**config.mk**
```make
export PLATFORM = sky130hd
export DESIGN_NAME = tcmp_timed_out
export DESIGN_NICKNAME = d
export VERILOG_FILES = /design/src/rtl/tcmp_pkg.sv /design/src/rtl/tcmp_regs.sv /design/src/rtl/tcmp_match.sv /design/src/rtl/tcmp_edge.sv /design/src/rtl/tcmp_timed_out.sv
export SDC_FILE = /design/constraint.sdc
export NUM_CORES = 1
export LEC_CHECK = 0
export ABC_CLOCK_PERIOD_IN_PS = 5900
export CAP_MARGIN = 20
export CORE_UTILIZATION = 64
export CTS_BUF_LIST = sky130_fd_sc_hd__clkbuf_16
export DETAILED_ROUTE_END_ITERATION = 6
export DONT_BUFFER_PORTS = 1
export GPL_ROUTABILITY_DRIVEN = 0
export PLACE_DENSITY_LB_ADDON = 0.15
export REMOVE_ABC_BUFFERS = 1
export SLEW_MARGIN = 20
export SYNTH_ARGS = -nofsm -noshare
export SYNTH_HDL_FRONTEND = slang
export SYNTH_HIERARCHICAL = 1
export SYNTH_SLANG_ARGS = --single-unit
```
**constraint.sdc**
```tcl
create_clock -name clk -period 5.9 [get_ports clk]
set_clock_uncertainty 0.15 [all_clocks]
set_input_delay 0.885 -clock clk [delete_from_list [all_inputs] [get_ports clk]]
set_output_delay 0.885 -clock clk [all_outputs]
set_load 0.01 [all_outputs]
```
**src/rtl/tcmp_pkg.sv**
```systemverilog
package tcmp_pkg;

  typedef enum logic [1:0] {
    EDGE_RISE   = 2'd0,
    EDGE_FALL   = 2'd1,
    EDGE_TOGGLE = 2'd2,
    EDGE_RSVD   = 2'd3
  } edge_mode_e;

  typedef struct packed {
    edge_mode_e mode;
    logic       dir_in;
    logic       en;
  } ctrl_t;

  localparam int unsigned CTRL_W = $bits(ctrl_t);

  localparam logic [7:0] OFS_CTRL   = 8'h00;
  localparam logic [7:0] OFS_CMP_LO = 8'h10;
  localparam logic [7:0] OFS_CMP_HI = 8'h14;
  localparam logic [7:0] OFS_EVT    = 8'h30;

endpackage

```
**src/rtl/tcmp_regs.sv**
```systemverilog
module tcmp_regs
  import tcmp_pkg::*;
#(
  parameter int unsigned AW = 8,
  parameter int unsigned DW = 32,
  parameter int unsigned TW = 64,
  parameter int unsigned CW = 32
) (
  input  logic          clk,
  input  logic          rst_n,
  input  logic [AW-1:0] addr,
  input  logic          wr,
  input  logic [DW-1:0] wdata,
  input  logic [CW-1:0] evt_count,
  output ctrl_t         ctrl,
  output logic [TW-1:0] cmp_val,
  output logic          commit,
  output logic [DW-1:0] rdata
);

  localparam int unsigned HW = TW / 2;

  ctrl_t         ctrl_q, ctrl_d;
  logic [HW-1:0] pend_hi_q, pend_hi_d;
  logic [TW-1:0] cmp_q, cmp_d;
  logic          sel_ctrl, sel_lo, sel_hi;
  logic          ctrl_ce, lo_ce, hi_ce;

  always_comb begin
    sel_ctrl = (addr == AW'(OFS_CTRL));
    sel_lo   = (addr == AW'(OFS_CMP_LO));
    sel_hi   = (addr == AW'(OFS_CMP_HI));
    ctrl_ce  = wr && sel_ctrl;
    lo_ce    = wr && sel_lo;
    hi_ce    = wr && sel_hi;
  end

  always_comb begin
    ctrl_d    = ctrl_q;
    pend_hi_d = pend_hi_q;
    cmp_d     = cmp_q;
    if (ctrl_ce) begin
      ctrl_d.en     = wdata[0];
      ctrl_d.dir_in = wdata[1];
      ctrl_d.mode   = edge_mode_e'(wdata[3:2]);
    end
    if (hi_ce) begin
      pend_hi_d = wdata[HW-1:0];
    end
    if (lo_ce) begin
      cmp_d = {pend_hi_q, wdata[HW-1:0]};
    end
  end

  always_ff @(posedge clk or negedge rst_n) begin
    if (!rst_n) begin
      ctrl_q    <= '0;
      pend_hi_q <= '0;
      cmp_q     <= '0;
    end else begin
      if (ctrl_ce) ctrl_q    <= ctrl_d;
      if (hi_ce)   pend_hi_q <= pend_hi_d;
      if (lo_ce)   cmp_q     <= cmp_d;
    end
  end

  always_comb begin
    rdata = '0;
    if (sel_ctrl)                    rdata = DW'(ctrl_q);
    else if (sel_lo)                 rdata = DW'(cmp_q[HW-1:0]);
    else if (sel_hi)                 rdata = DW'(cmp_q[TW-1:HW]);
    else if (addr == AW'(OFS_EVT))   rdata = DW'(evt_count);
  end

  assign ctrl    = ctrl_q;
  assign cmp_val = cmp_q;
  assign commit  = lo_ce;


  cmp_commit_chk: assert property (@(posedge clk) disable iff (!rst_n)
    (wr && addr == AW'(OFS_CMP_LO)) |=>
      cmp_q == {$past(pend_hi_q), $past(wdata[HW-1:0])});


  cmp_hold_chk: assert property (@(posedge clk) disable iff (!rst_n)
    !(wr && addr == AW'(OFS_CMP_LO)) |=> $stable(cmp_q));

endmodule

```
**src/rtl/tcmp_match.sv**
```systemverilog
module tcmp_match #(
  parameter int unsigned TW  = 64,
  parameter int unsigned LAT = 2
) (
  input  logic          clk,
  input  logic          rst_n,
  input  logic [TW-1:0] time_cnt,
  input  logic [TW-1:0] cmp_val,
  input  logic          commit,
  input  logic          gate_ok,
  output logic          fire_req
);

  localparam int unsigned PD = (LAT > 1) ? LAT - 1 : 1;

  logic          armed_q, armed_d;
  logic          hit;
  logic [PD-1:0] pipe_q, pipe_d;

  always_comb begin
    hit = armed_q && gate_ok && (cmp_val != '0) && (time_cnt == cmp_val);
    armed_d = armed_q;
    if (hit)    armed_d = 1'b0;
    if (commit) armed_d = 1'b1;
  end

  generate
    if (PD == 1) begin : g_single
      always_comb pipe_d = hit;
    end else begin : g_chain
      always_comb pipe_d = {pipe_q[PD-2:0], hit};
    end
  endgenerate

  always_ff @(posedge clk or negedge rst_n) begin
    if (!rst_n) begin
      armed_q <= 1'b0;
      pipe_q  <= '0;
    end else begin
      armed_q <= armed_d;
      pipe_q  <= pipe_d;
    end
  end

  assign fire_req = pipe_q[PD-1];


  once_per_commit_chk: assert property (@(posedge clk) disable iff (!rst_n)
    (hit && !commit) |=> !armed_q);

endmodule

```
**src/rtl/tcmp_edge.sv**
```systemverilog
module tcmp_edge
  import tcmp_pkg::*;
#(
  parameter int unsigned CW = 32
) (
  input  logic          clk,
  input  logic          rst_n,
  input  logic          fire_req,
  input  logic          gate_ok,
  input  edge_mode_e    mode,
  output logic          level,
  output logic [CW-1:0] evt_count
);

  logic          fire;
  logic          level_q, level_d;
  logic [CW-1:0] cnt_q, cnt_d;

  always_comb begin
    fire    = fire_req && gate_ok;
    level_d = level_q;
    unique case (mode)
      EDGE_RISE:   level_d = 1'b1;
      EDGE_FALL:   level_d = 1'b0;
      EDGE_TOGGLE: level_d = ~level_q;
      default:     level_d = level_q;
    endcase
    cnt_d = cnt_q + CW'(1);
  end

  always_ff @(posedge clk or negedge rst_n) begin
    if (!rst_n) begin
      level_q <= 1'b0;
      cnt_q   <= '0;
    end else if (fire) begin
      level_q <= level_d;
      cnt_q   <= cnt_d;
    end
  end

  assign level     = level_q;
  assign evt_count = cnt_q;


  idle_hold_chk: assert property (@(posedge clk) disable iff (!rst_n)
    !(fire_req && gate_ok) |=> ($stable(level_q) && $stable(cnt_q)));


  count_step_chk: assert property (@(posedge clk) disable iff (!rst_n)
    (fire_req && gate_ok) |=> cnt_q == $past(cnt_q) + CW'(1));


  toggle_flip_chk: assert property (@(posedge clk) disable iff (!rst_n)
    (fire_req && gate_ok && mode == EDGE_TOGGLE) |=> level_q != $past(level_q));


  rise_high_chk: assert property (@(posedge clk) disable iff (!rst_n)
    (fire_req && gate_ok && mode == EDGE_RISE) |=> level_q);

endmodule

```
**src/rtl/tcmp_timed_out.sv**
```systemverilog
module tcmp_timed_out
  import tcmp_pkg::*;
#(
  parameter int unsigned AW  = 8,
  parameter int unsigned DW  = 32,
  parameter int unsigned TW  = 64,
  parameter int unsigned CW  = 32,
  parameter int unsigned LAT = 2
) (
  input  logic          clk,
  input  logic          rst_n,
  input  logic [TW-1:0] time_cnt,
  input  logic [AW-1:0] bus_addr,
  input  logic          bus_wr,
  input  logic [DW-1:0] bus_wdata,
  output logic [DW-1:0] bus_rdata,
  output logic          timed_out,
  output logic          pin_oe
);

  logic          rst_meta_q, rst_q;
  ctrl_t         ctrl;
  logic [TW-1:0] cmp_val;
  logic          commit;
  logic          gate_ok;
  logic          fire_req;
  logic [CW-1:0] evt_count;

  always_ff @(posedge clk or negedge rst_n) begin
    if (!rst_n) begin
      rst_meta_q <= 1'b0;
      rst_q      <= 1'b0;
    end else begin
      rst_meta_q <= 1'b1;
      rst_q      <= rst_meta_q;
    end
  end

  tcmp_regs #(.AW(AW), .DW(DW), .TW(TW), .CW(CW)) u_regs (
    .clk       (clk),
    .rst_n     (rst_q),
    .addr      (bus_addr),
    .wr        (bus_wr),
    .wdata     (bus_wdata),
    .evt_count (evt_count),
    .ctrl      (ctrl),
    .cmp_val   (cmp_val),
    .commit    (commit),
    .rdata     (bus_rdata)
  );

  always_comb gate_ok = ctrl.en && !ctrl.dir_in && (ctrl.mode != EDGE_RSVD);

  tcmp_match #(.TW(TW), .LAT(LAT)) u_match (
    .clk      (clk),
    .rst_n    (rst_q),
    .time_cnt (time_cnt),
    .cmp_val  (cmp_val),
    .commit   (commit),
    .gate_ok  (gate_ok),
    .fire_req (fire_req)
  );

  tcmp_edge #(.CW(CW)) u_edge (
    .clk       (clk),
    .rst_n     (rst_q),
    .fire_req  (fire_req),
    .gate_ok   (gate_ok),
    .mode      (ctrl.mode),
    .level     (timed_out),
    .evt_count (evt_count)
  );

  assign pin_oe = ~ctrl.dir_in;


  zero_never_fires_chk: assert property (@(posedge clk) disable iff (!rst_q)
    (cmp_val == '0 && $stable(cmp_val) && !commit) |=> $stable(evt_count));


  oe_follows_dir_chk: assert property (@(posedge clk) disable iff (!rst_q)
    pin_oe != ctrl.dir_in);

endmodule

```
; ---- Word level (Yosys, flattened, before mapping)
; Cells that the tools add are included.
[totals]
ramBits = 0
input_bits = 107
latchBits = 0
rom_bits = 0
wordCells = 44
reg_bits = 137
output_inout_bits = 34
mem_count = 0
[classes]
eq_ne = 7
div = 0
bitwise_logic = 2
mul = 0
order_cmp = 0
shifts = 0
mux = 7
add_sub_neg = 1
reduce_logical = 16
[op_table]
columns = cell, count
row1 = 32-bit two-way mux, 4
row2 = 64-bit == test, 1
row3 = 64-bit nonzero test, 1
row4 = 32-bit by 1-bit adder with 32-bit output (second input constant), 1
row5 = 8-bit by 5-bit == test with 1-bit output (second input constant), 2
row6 = 1-bit logical AND, 9
row7 = 8-bit by 6-bit == test with 1-bit output (second input constant), 1
row8 = 8-bit logical NOT, 1
row9 = 1-bit case mux with 3 select lines, 1
row10 = 3-bit nonzero test, 1
row11 = 2-bit by 1-bit == test with 1-bit output (second input constant), 1
row12 = 2-bit == test (second input constant), 1
row13 = 2-bit logical NOT, 1
row14 = 1-bit two-way mux, 2
row15 = 2-bit != test (second input constant), 1
row16 = 1-bit inverter, 2
row17 = 2-bit AND reduction, 1
row18 = 2-bit nonzero test, 1
row19 = 1-bit logical NOT, 1

; ---- Longest topological paths before layout
[logic_depth]
word_depth = 8
depth_mapped = 7
depth_no_buf = 7

; ---- Hierarchy
; Netlist, hierarchy kept.
[modules_own_cells]
columns = mod, cells_each, seq_area_each_um2, n_inst, area_each_um2
row1 = tcmp_regs, 375, 2502.4, 1, 5076.1
row2 = tcmp_edge, 139, 825.8, 1, 1595.3
row3 = tcmp_match, 159, 50.0, 1, 1206.2
row4 = tcmp_timed_out, 6, 50.0, 1, 67.6

; ---- Worst setup path before layout
; OpenSTA, ideal clock, no wires.
[synth_timing]
path_type = input -> output
startpoint = input port bus_addr[5]
endpoint = output port bus_rdata[13]
arrival_time_ns = 2.155
stages = 4
setup_slack_ns = 2.710
path_cell_list = buf_2 > clkbuf_1 > a2111oi_2 > a2111oi_1
[synth_via]
elab_chain_len = 5
[synth_lines]
columns = element, line
row1 = start: declaration, tcmp_timed_out.sv:13  ; input logic [AW-1:0] bus_addr,
row2 = 8-bit by 6-bit == test with 1-bit output, tcmp_regs.sv:72  ; else if (addr == AW'(OFS_EVT)) rdata = DW'(evt_count);
row3 = 32-bit two-way mux, tcmp_regs.sv:72
row4 = 32-bit two-way mux, tcmp_regs.sv:71  ; else if (sel_hi) rdata = DW'(cmp_q[TW-1:HW]);
row5 = 32-bit two-way mux, tcmp_regs.sv:70  ; else if (sel_lo) rdata = DW'(cmp_q[HW-1:0]);
row6 = 32-bit two-way mux (*), tcmp_regs.sv:69  ; if (sel_ctrl) rdata = DW'(ctrl_q);
row7 = end: declaration, tcmp_timed_out.sv:16  ; output logic [DW-1:0] bus_rdata,
; Mark *: on every way between the ends. The rest lies on a longest branch, timed or not.

; ---- Worst setup path after layout
[layout_timing]
startpoint = input port bus_addr[1]
endpoint = output port bus_rdata[6]
; The elaborated chain is that of the path after synthesis.

==> impl_metrics.csv <==
group,metric,value,unit
clocking,clock-sinks,137,
clocking,h-tree-depth,4,
sta,slew_headroom,0.2924,
synth,synth_edf_count,0,
sta,hold_violations,0,
layout,antenna_cells,0,
worst_setup_path,max_stage_delay,1.16,ns
synth,mappedNetlistArea,7945,sq um
synth,yosysTopAreaCellShare,0.4315,
sta,slew_violations,0,
power_and_ir_drop,max-vdd-ir-drop,230.0,uV
layout,area_growth,8.961,%
sta,clock.fmax,244.5,MHz
synth,ys_seq_elements,137,
layout,fin_nets,779,
floorplanning,core,12060,sq um
routing,route.detailed.drc,0,
sta,fin_tns_setup,0,ns
floorplanning,die-area,12860,sq um
flow_run,drv_cap,0,
synth,syn_inst,679,
clocking,clk_pin_slew,0.06,ns
floorplanning,rows,40,
outcome,status,"complete, no violations",
floorplanning,initial_core_util,0.6587,
floorplanning,io_pins,141,
global_route,grt_max_degree,76,
routing,drt_iter0_drc,719,
synth,synthTopCellsByCount,"dfrtp_1, mux2_2, xor2_1, nor2b_1, nor4_1",
clocking,insertion_delay,0.43,ns
floorplanning,die_w,113.4,um
synth,synth_area_leaders,"dfrtp_1, mux2_2, xor2_1, a2111oi_2, nor2b_1",
placement,dp.final_hpwl,16.34,mm
layout,layout-drive-gt1-share,0.2617,
worst_setup_path,path_buf_inv,1,
routing,vias,5986,
worst_setup_path,cp_slowest_cell,"or4_2",
worst_hold_path,hp-class,"reg2reg",
routing,antenna_left,0,
worst_setup_path,path_max_fanout,34,
sta,rsz0062_at_grt,"no",
routing,avgViaCountPerCell,7.026,
worst_setup_path,worstSetupStartpointType,"input pin",
placement,dpl.cell_count,819,
worst_setup_path,worstPathCellList,"or4_2 -> a2111oi_0 -> a2111oi_0 -> buf_4",
synth,synth_most_common_cell,"dfrtp_1",
synth,ys.flop_type,"dfrtp_1",
worst_setup_path,path_class,"in2out",
synth,yosys.area.top_type,"dfrtp_1",
clocking,cts_buffers,17,
layout,final_cells,852,
placement,io_buffers,0,
global_route,grt_pass1_vias,6133,
routing,dr.pass1.iters,5,
clocking,cts_post_setup_buffers_inserted,0,
power_and_ir_drop,power.total,2.243,mW
clocking,clk_path_buf_depth,2,
synth,post_synth.cell_area_avg,11.70,sq um
synth,synthArstFlopShare,1.000,
power_and_ir_drop,leakagePower,3.793,nW
sta,post-route-period-util,0.6933,
floorplanning,die_h,113.4,um
clocking,cts-root-buf,"clkbuf_16",
global_route,grt_first_pass_wirelength,35.13,mm
synth,ys_seq_area_frac,0.4315,
sta,finalSetupViolCount,0,
global_route,grt_overflow_total,0,
global_route,antenna_found_initial,0,
sta,fin_crit,4.090,ns
routing,wl_per_cell,27.00,um
worst_setup_path,critical_path.endpoint_type,"output port",
worst_setup_path,cp_top_family,"simple AND/OR/NAND/NOR gates",
sta,tightest_slew,1.061,ns
worst_setup_path,arrival,3.06,ns
routing,wl,23.01,mm
synth,synth_cell_types,52,
clocking,cts_tree,"built",
worst_setup_path,worst_path_most_repeated_cell,"a2111oi_0",
worst_setup_path,critPathRequiredTime,4.87,ns
global_route,grt_usage,0.3743,
power_and_ir_drop,powerDensity,259.1,nW/um^2
synth,yosysWarnings,6,
path summary, 6_finish.rpt:
path                                 from                   end  slack [ns]  depth (start not counted)
min in group asynchronous           rst_q   u_regs/pend_hi_q[0]        0.33                          0
max                           bus_addr[1]          bus_rdata[6]        1.81                          4
max reg2reg                u_regs/ctrl[1]  u_edge/evt_count[28]        3.57                          6
min reg2reg                    rst_meta_q                 rst_q        0.21                          0
max in group asynchronous           rst_q  u_edge/evt_count[27]        3.90                          1
min                            rst_meta_q                 rst_q        0.21                          0
registers in the layout, indices dropped and copies added (netlist names):
| signal | cells |
|---|---|
| u_regs/ctrl | 4 |
| u_edge/level | 1 |
| u_match/fire_req | 1 |
| u_match/armed_q | 1 |
| rst_meta_q | 1 |
| u_regs/cmp_val | 64 |
| rst_q | 1 |
| u_regs/pend_hi_q | 32 |
| u_edge/evt_count | 32 |
placed cells by master (no fill, tap or decap), types with 17 or more instances in the layout:
cell type	n
a2111oi_1	21
nand2b_1	31
nor2b_1	49
dfrtp_1	136
nand4_1	22
xnor2_1	27
nor4_1	32
mux2_2	89
clkbuf_16	17
a2111oi_2	25
xor2_1	53
where the power goes:
group | total (mW) | switching, mW | internal, mW
sequential | 1.00 | 0.0389 | 0.964
clock | 1.10 | 0.403 | 0.700
combinational | 0.136 | 0.0733 | 0.0630
cells by family (layout without fill, tap and decap cells):
group / Yosys count / count (layout) / share of synthesized area
buffers and inverters: 49 / 54 / 0.02898
and+or+nand+nor: 233 / 233 / 0.1956
DFF: 137 / 137 / 0.4315
xor gates and xnor gates: 80 / 80 / 0.08819
muxes: 104 / 104 / 0.1474
AOI/OAI and AO/OA: 74 / 74 / 0.1063
adders and majority gates: 1 / 1 / 0.001575
other: 1 / 1 / 0.0004720
layout make-up:
cell class / count / area, sq um
Sequential cell: 137 / 3432
Clock inverter: 15 / 183.9
Fill cell: 861 / 3405
Inverter: 14 / 52.55
Timing Repair Buffer: 8 / 62.56
Clock buffer: 17 / 425.4
Tap cell: 168 / 210.2
Multi-Input combinational cell: 493 / 4290
layer usage:
layer | routed length, um | vias up | GRT usage
met5 | 0 | - | 0
met2 | 10790 | 354 | 0.5873
li1 | - | 2539 | -
met4 | 1019 | 0 | 0.1833
met3 | 2228 | 98 | 0.1259
met1 | 8972 | 2995 | 0.4666
repair_timing:
action                                  CTS  global route
endpoints found under the setup margin    0             0
hold buffers                              1             0
resized for setup                         0             0
hold endpoints to repair                  2             0
through the flow:
step / hold slack (ns) / setup WS [ns] / cell area [sq um] / util
2_1_floorplan: 0.1812 / 1.650 / 7767 / -
3_3_place_gp: 0.1934 / 1.939 / 8035 / 0.6662
3_5_place_dp: 0.1855 / 1.819 / 8035 / 0.6662
4_1_cts: 0.2119 / 1.806 / 8655 / 0.7175
5_1_grt: 0.2140 / 1.836 / 8657 / 0.7177
6_report: 0.2094 / 1.810 / 8657 / 0.7177
No activity file was read; power rests on OpenSTA's default activity.
